**config.mk**
```make
export PLATFORM = sky130hd
export DESIGN_NAME = xfer_count24
export DESIGN_NICKNAME = d
export VERILOG_FILES = /design/src/rtl/xfer_count24.sv
export SDC_FILE = /design/constraint.sdc
export NUM_CORES = 1
export LEC_CHECK = 0
export ABC_AREA = 1
export CAP_MARGIN = 15
export CORE_UTILIZATION = 56
export CTS_CLUSTER_DIAMETER = 120
export DETAILED_ROUTE_END_ITERATION = 8
export PLACE_DENSITY = 0.81
export SYNTH_ARGS = -nofsm -noshare
export SYNTH_HDL_FRONTEND = slang
export SYNTH_SLANG_ARGS = --single-unit
```
**constraint.sdc**
```tcl
create_clock -name clk -period 3.1 [get_ports clk]
set_clock_uncertainty 0.15 [all_clocks]
set_input_delay 0.465 -clock clk [delete_from_list [all_inputs] [get_ports clk]]
set_output_delay 0.465 -clock clk [all_outputs]
set_load 0.05 [all_outputs]
```
**src/rtl/xfer_count24.sv**
```systemverilog
module xfer_count24 #(
  parameter logic [7:0] ID_BYTE = 8'hA5
) (
  input  logic        clk,
  input  logic        rst_n,
  input  logic        reg_wr,
  input  logic [1:0]  reg_addr,
  input  logic [7:0]  reg_wdata,
  input  logic [1:0]  rd_addr,
  output logic [7:0]  rd_data,
  input  logic        cmd_stb,
  input  logic        cmd_dma,
  input  logic        cmd_xfer,
  input  logic [23:0] phase_left,
  input  logic        byte_stb,
  output logic        dma_mode,
  output logic        busy,
  output logic        tc,
  output logic        done
);
  localparam logic [23:0] WRAP_LEN = 24'h010000;

  logic [7:0]  hold_lo, hold_mid, hold_hi;
  logic [23:0] cnt_q;
  logic        hi_seen_q, tc_q, dma_q, busy_q, done_q;

  wire        cnt_wr   = reg_wr && (reg_addr != 2'd3);
  wire        start    = cmd_stb && cmd_dma && cmd_xfer;
  wire [23:0] hold     = {hold_hi, hold_mid, hold_lo};
  wire [23:0] want     = (hold == 24'd0) ? WRAP_LEN : hold;
  wire [23:0] run_len  = (phase_left < want) ? phase_left : want;
  wire        step     = busy_q && byte_stb && !cnt_wr && !cmd_stb;

  always_ff @(posedge clk) begin
    if (!rst_n) begin
      hold_lo   <= '0;
      hold_mid  <= '0;
      hold_hi   <= '0;
      cnt_q     <= '0;
      hi_seen_q <= 1'b0;
      tc_q      <= 1'b0;
      dma_q     <= 1'b0;
      busy_q    <= 1'b0;
      done_q    <= 1'b0;
    end else begin
      done_q <= 1'b0;
      if (cnt_wr) begin
        tc_q <= 1'b0;
        case (reg_addr)
          2'd0:    hold_lo  <= reg_wdata;
          2'd1:    hold_mid <= reg_wdata;
          default: begin
            hold_hi   <= reg_wdata;
            hi_seen_q <= 1'b1;
          end
        endcase
      end
      if (cmd_stb) begin
        dma_q <= cmd_dma;
        if (cmd_dma) cnt_q <= hold;
        if (start) begin
          cnt_q  <= run_len;
          tc_q   <= (run_len == 24'd0);
          busy_q <= (run_len != 24'd0);
          done_q <= (run_len == 24'd0);
        end
      end else if (step) begin
        cnt_q <= cnt_q - 24'd1;
        if (cnt_q == 24'd1) begin
          busy_q <= 1'b0;
          tc_q   <= 1'b1;
          done_q <= 1'b1;
        end
      end
    end
  end

  always_comb begin
    case (rd_addr)
      2'd0:    rd_data = cnt_q[7:0];
      2'd1:    rd_data = cnt_q[15:8];
      2'd2:    rd_data = hi_seen_q ? cnt_q[23:16] : ID_BYTE;
      default: rd_data = 8'h00;
    endcase
  end

  assign dma_mode = dma_q;
  assign busy     = busy_q;
  assign tc       = tc_q;
  assign done     = done_q;

  a_r6_decrement: assert property (@(posedge clk) disable iff (!rst_n)
    (busy && byte_stb && !cnt_wr && !cmd_stb) |=> (cnt_q == $past(cnt_q) - 24'd1));

  a_r7_done_state: assert property (@(posedge clk) disable iff (!rst_n)
    done |-> (tc && !busy && cnt_q == 24'd0));

  a_r8_write_wins: assert property (@(posedge clk) disable iff (!rst_n)
    (cnt_wr && !cmd_stb) |=> (!tc && cnt_q == $past(cnt_q)));

  a_r5_start_clears_or_ends: assert property (@(posedge clk) disable iff (!rst_n)
    start |=> (busy != done));

  a_r4_id_until_written: assert property (@(posedge clk) disable iff (!rst_n)
    (!hi_seen_q && rd_addr == 2'd2) |-> (rd_data == ID_BYTE));

  a_r3_dma_flag: assert property (@(posedge clk) disable iff (!rst_n)
    cmd_stb |=> (dma_mode == $past(cmd_dma)));
endmodule

```
==> metrics, run 1 <==
Synth Area in Simple Gates between 30% and 40%; number of global-route vias before repair around 4400; total number of vias just under 5000; HP Class reg -> reg; Peak supply drop approximately 210 uV; combinational family with the most area after synthesis simple AND/OR/NAND/NOR gates; Post-Synth XOR/XNOR Area 0.428%; Routed Antenna Nets 0; Hold Vio Cnt, Final 0; post-synthesis instance area between 0.004 and 0.005 sq mm; CTS tree built; layout net count approximately 800; Synth Area per Inst 6.21 sq um; GRT Total Usage a little over a third; Max-slew headroom around 57%; Via density between 5 and 6; met3 Resource Use GR under 10%; DRC Markers 0; CTS max path bufs 2; initial antenna violation count 0; post-synth top area share between 20% and 30%; H-tree depth 2; Setup WS post-layout 15.3 ps; Yosys reg bits 53; Placeable Area 0.00691 sq mm; sequential share of the synthesized area approximately a quarter; EDFF count, synth 0; synth warn 0; Synth area leader dfxtp_1; Distinct cells, synth 38; critical path cell sequence nor4_1 -> nand4_1 -> nand2_1 -> inv_1 -> ha_1 -> nand4_1 -> inv_2 -> a21oi_4 -> buf_6 -> buf_6 -> buf_6 -> nand3_1 -> nand2_2 -> nor2_2 -> nand2_1 -> nor2_4 -> nand3_2 -> a21oi_2; cts hold-fix bufs 0; Clk Latency, worst-skew pair ~310 ps; global route hottest layer met2; fin. max-slew vios 0; DR WL/cell 16.6 um; fin crit share around 100%; pin count of the biggest net entering global routing 38; FMAX 324 MHz; grt met2 use around three fifths; row cnt 30; Tmin final slightly above 3000 ps; first-pass GRT wire length 21000 um; Placer Congestion around 1; Initial DRC Count ~450; Main synth FF type dfxtp_1; DP Worst Slack -39.1 ps; Static Leakage between 0.002 and 0.0025 uW; syn nets 727; global route total overflow 0; die area roughly 0.0077 sq mm; # setup viols final 0; antenna cells 0; cts bufs inserted 5; CP arrival approximately 3200 ps; die height approximately 87 um; final design utilization approximately three quarters; Synth area leaders dfxtp_1 (26%), nand2_1 (14%), o21ai_0 (8.3%); Root Buffer clkbuf_8; Die Wd roughly 87 um; Max-Cap Viols 0; PwrDens approximately 390 mW/mm^2; GR Util met1 between 40% and 50%; I/O Pins between 50 and 60; Adder-Cell Fraction of Synth Area under 10%; CTS Sinks 53; dpl hpwl 10300 um; Initial Utilization between 50% and 60%; Synth Instances roughly 660; WL final 13700 um; layout cells sized above 1 between 10% and 20%; area delta synth->final 27.8%; crit path launch type flip-flop; measured slew at the worst slew-check pin 642 ps; status finished clean; critical path type reg -> reg; Crit path top cell by count buf_6; crit path capture type flip-flop; mux share of post-synthesis cell area 0%; CP required approximately 3200 ps; number of iterations in the first detailed-routing pass 5; CTS clk-pin slew, worst paths ~90 ps; fraction of registers with async set/reset 0%; crit-path max cell delay between 300 and 400 ps; CP Max Fanout 8; Compound-Gate Fraction of Synth Area a little under a quarter; number of port buffers 54; crit path max-delay cell type dfxtp_1
-- worst max-delay path: cells and delay by family (launching register included) --
family,cells,cell delay [ps]
AND/OR/NAND/NOR,10,1400
buffers and inverters,5,560
flip-flops,1,390
adder cells (fa/ha/maj),1,260
AO/OA/AOI/OAI,2,230
-- placed cells by master, fill, tap and decap left out, types with 5 or more instances in the layout --
| cell | count |
|---|---|
| nand4_1 | 12 |
| buf_6 | 5 |
| nor3_1 | 5 |
| nand3b_1 | 6 |
| inv_1 | 73 |
| nand2_2 | 11 |
| nor2_2 | 11 |
| nand2_1 | 140 |
| a21oi_1 | 63 |
| clkbuf_8 | 6 |
| a31oi_1 | 19 |
| dfxtp_1 | 42 |
| inv_2 | 13 |
| o21ai_0 | 68 |
| ha_1 | 25 |
| nor2_1 | 46 |
| dfxtp_2 | 10 |
| o221ai_1 | 5 |
| clkdlybuf4s50_1 | 46 |
| buf_4 | 25 |
| buf_12 | 7 |
| nand3_1 | 47 |
| nand3_2 | 7 |
-- path summary, 6_finish.rpt --
path                                  start  slack [ps]  endpoint  cells after the start
worst min-delay path               dma_mode         340  dma_mode                      2
worst max-delay path            hold_mid[1]          20        tc                     18
worst max register to register  hold_mid[1]          20        tc                     18
worst min register to register     dma_mode         340  dma_mode                      2
-- synthesized netlist by cell type (6+ instances only) --
library cell,n
a21oi_1,64
a31oi_1,19
clkbuf_1,16
dfxtp_1,53
ha_1,25
inv_1,84
nand2_1,151
nand3_1,53
nand3b_1,6
nand4_1,12
nor2_1,55
o21ai_0,68
-- report_power, final --
part	switching (uW)	internal [uW]	total, uW	leakage [uW]
sequential	50.1	724	774	0.000440
clock	231	264	494	0.0000585
combinational	474	311	785	0.00179
total	755	1300	2050	0.00229
-- registers in the layout (all words and copies together) (netlist names) --
name	flops
busy	1
hi_seen_q	1
hold_hi	8
dma_mode	1
hold_lo	8
hold_mid	8
done	1
cnt_q	24
tc	1
-- routing by layer --
layer	wire length (um)	vias to the layer above	part of all wire, %
met4	327	0	2.4
met2	6600	241	48
met3	991	31	7.2
met1	5800	2207	42
met5	0	-	0
li1	-	2361	-
-- repair_timing --
action                     CTS  global route
setup endpoints to repair    0             3
gates resized for setup      0            68
buffers inserted             0            11
-- through the flow --
stage	TNS, ps	instances	total power (uW)	cell area, sq um	hold WS [ps]
5_1_grt	-244	824	2170	5230	353
2_1_floorplan	0	659	1230	4090	314
3_3_place_gp	0	803	1450	4800	300
6_report	0	824	2050	5230	335
3_5_place_dp	-105	803	1470	4800	312
4_1_cts	0	811	1950	4920	328
-- layout make-up --
| class | count | area, sq um |
|---|---|---|
| clock buffers | 7 | 86.3 |
| clock inverters | 1 | 30.0 |
| fillers | 581 | 1680 |
| inverters | 89 | 339 |
| multi-input cells | 492 | 2680 |
| flip-flops and latches | 53 | 1080 |
| well taps | 96 | 120 |
| repair buffers | 86 | 900 |
-- logic make-up after synthesis --
kind of cell             Yosys count
AO/OA/AOI/OAI                    172
XOR/XNOR                           2
adder cells (fa/ha/maj)           25
buffers and inverters            115
flip-flops                        53
AND/OR/NAND/NOR                  292
Power figures use the tool's default switching activity.
==> inputs of run 2 (changes only) <==
- TNS_END_PERCENT: not set -> 20
==> metrics, run 2 (synthesized netlist as in run 1, its figures left out) <==
Post-DP Area 0.00480 sq mm (unchanged); antenna cells 0 (unchanged); die area 0.00765 sq mm (unchanged); placed insts 803 (unchanged); number of port buffers 54 (unchanged); measured slew at the worst slew-check pin 657 ps (+15.4 ps); crit path launch type flip-flop; Root Buffer clkbuf_8; Post-Layout Cell Count 824 (unchanged); DP Worst Slack -39.1 ps (unchanged); TNS Setup 0 ps (unchanged); die height 87.5 um (unchanged); CTS max path bufs 2 (unchanged); most frequent cells in the layout nand2_1 (141), inv_1 (73), o21ai_0 (68), a21oi_1 (63); DR WL/cell 16.6 um (-0.11%); Largest register FFs 24 (unchanged); Die Wd 87.5 um (unchanged); global route total overflow 0 (unchanged); Routed Antenna Nets 0 (unchanged); cts bufs inserted 5 (unchanged); FMAX 326 MHz (+0.62%); number of iterations in the first detailed-routing pass 5 (unchanged); pin count of the biggest net entering global routing 38 (unchanged); status finished clean; Setup WS post-layout 34.4 ps (+19.1 ps); Final Power 2050 uW (-0.25%); dpl hpwl 10300 um (unchanged); layout cells sized above 1 14.8% (-0.27 points); Max-Cap Viols 0 (unchanged); Hold Vio Cnt, Final 0 (unchanged); RSZ-0062 raised after global routing yes; CTS Sinks 53 (unchanged); # setup viols final 0 (unchanged); layout net count 795 (unchanged); Max-slew headroom 56.1% (-1.0 points); Via density 5.86 (-0.19%); Clk Latency, worst-skew pair 310 ps (about the same); HP Class reg -> reg; total number of vias 4831 (-0.19%); crit path capture type flip-flop; CP arrival 3110 ps (-70 ps); PwrDens 392 mW/mm^2 (about the same); CP required 3150 ps (-50 ps); fin. max-slew vios 0 (unchanged); Initial Utilization 59.2% (unchanged); Reg with most FFs cnt_q; fillcell total 580 (-0.17%); critical path type reg -> reg; Placeable Area 0.00691 sq mm (unchanged); DRC Markers 0 (unchanged); GRT Total Usage 35.6% (unchanged); final instance area 0.00522 sq mm (-0.19%); WL final 13700 um (-0.11%); Static Leakage 0.00229 uW (about the same); Initial DRC Count 493 (+9.1%); Reg area 0.00108 sq mm (unchanged); Tmin final 3070 ps (-19.1 ps); fin crit share 98.9% (-0.62 points); CTS tree built; multi-input logic area 0.00267 sq mm (-0.37%); row cnt 30 (unchanged); Placer Congestion 1.00 (unchanged); first-pass GRT wire length 21000 um (unchanged); Peak supply drop 213 uV (-1.0%); initial antenna violation count 0 (unchanged); area delta synth->final 27.6%; H-tree depth 2 (unchanged); commonest non-fill, non-tap cell in the layout nand2_1; number of global-route vias before repair 4359 (unchanged); CP Max Fanout 8 (unchanged); I/O Pins 55 (unchanged); CTS clk-pin slew, worst paths 90 ps (about the same)
## run 2: cell counts in the layout (fill, tap and decap cells not counted)
No cell type changed its count.
## run 2: layer usage
layer	GRT usage, %	share of wire, %
met1	48.7	42
met5	0	0
met3	4.64	7.2
met2	59.0	48
met4	9.39	2.8
## run 2: final timing paths
path | start | to | slack (ps) | cells past startpoint
worst max-delay path | hold_mid[1] | busy | 30 | 19
worst min-delay path | dma_mode | dma_mode | 330 | 2
worst max register to register | hold_mid[1] | busy | 30 | 19
worst min register to register | dma_mode | dma_mode | 330 | 2
## run 2: timing repair
| item | 4_1_cts | 5_1_grt |
|---|---|---|
| hold buffers | 0 | 0 |
| buffers inserted | 0 | 11 |
| endpoints found under the setup margin | 0 | 3 |
| resized for setup | 0 | 65 |
## run 2: final cells by class
type	instances	area share [%]
inverter	89	6.50
clock inverter	1	0.575
timing repair buffer	86	17.2
tap	96	2.30
sequential	53	20.6
clock buffer	7	1.65
multi-input combinational	492	51.1
## run 2: worst max-delay path, stage by stage (launching register included)
cell and delay [ps]:
dfxtp_1 390, nor4_1 300, nand4_1 140, nand2_1 110, inv_1 50, ha_1 260
nand4_1 210, inv_2 150, a21oi_4 70, buf_6 120, buf_6 120, buf_6 130
nand3_1 110, nand2_2 80, nor2_2 100, nand2_1 90, nor2_4 150, nand3_2 90
nand2_2 60, a21oi_1 50
## run 2: per-stage QoR
step	hold slack, ps	utilization (%)
after floorplan	314	-
after global placement	300	69.6
after detailed placement	312	69.6
after CTS	328	71.3
after global routing	353	75.6
final	325	75.6
## run 2: power by group
group / internal [uW] / total (uW) / switching (uW)
clock: 264 / 494 / 231
combinational: 310 / 780 / 470
sequential: 724 / 774 / 50.1
total: 1300 / 2050 / 751
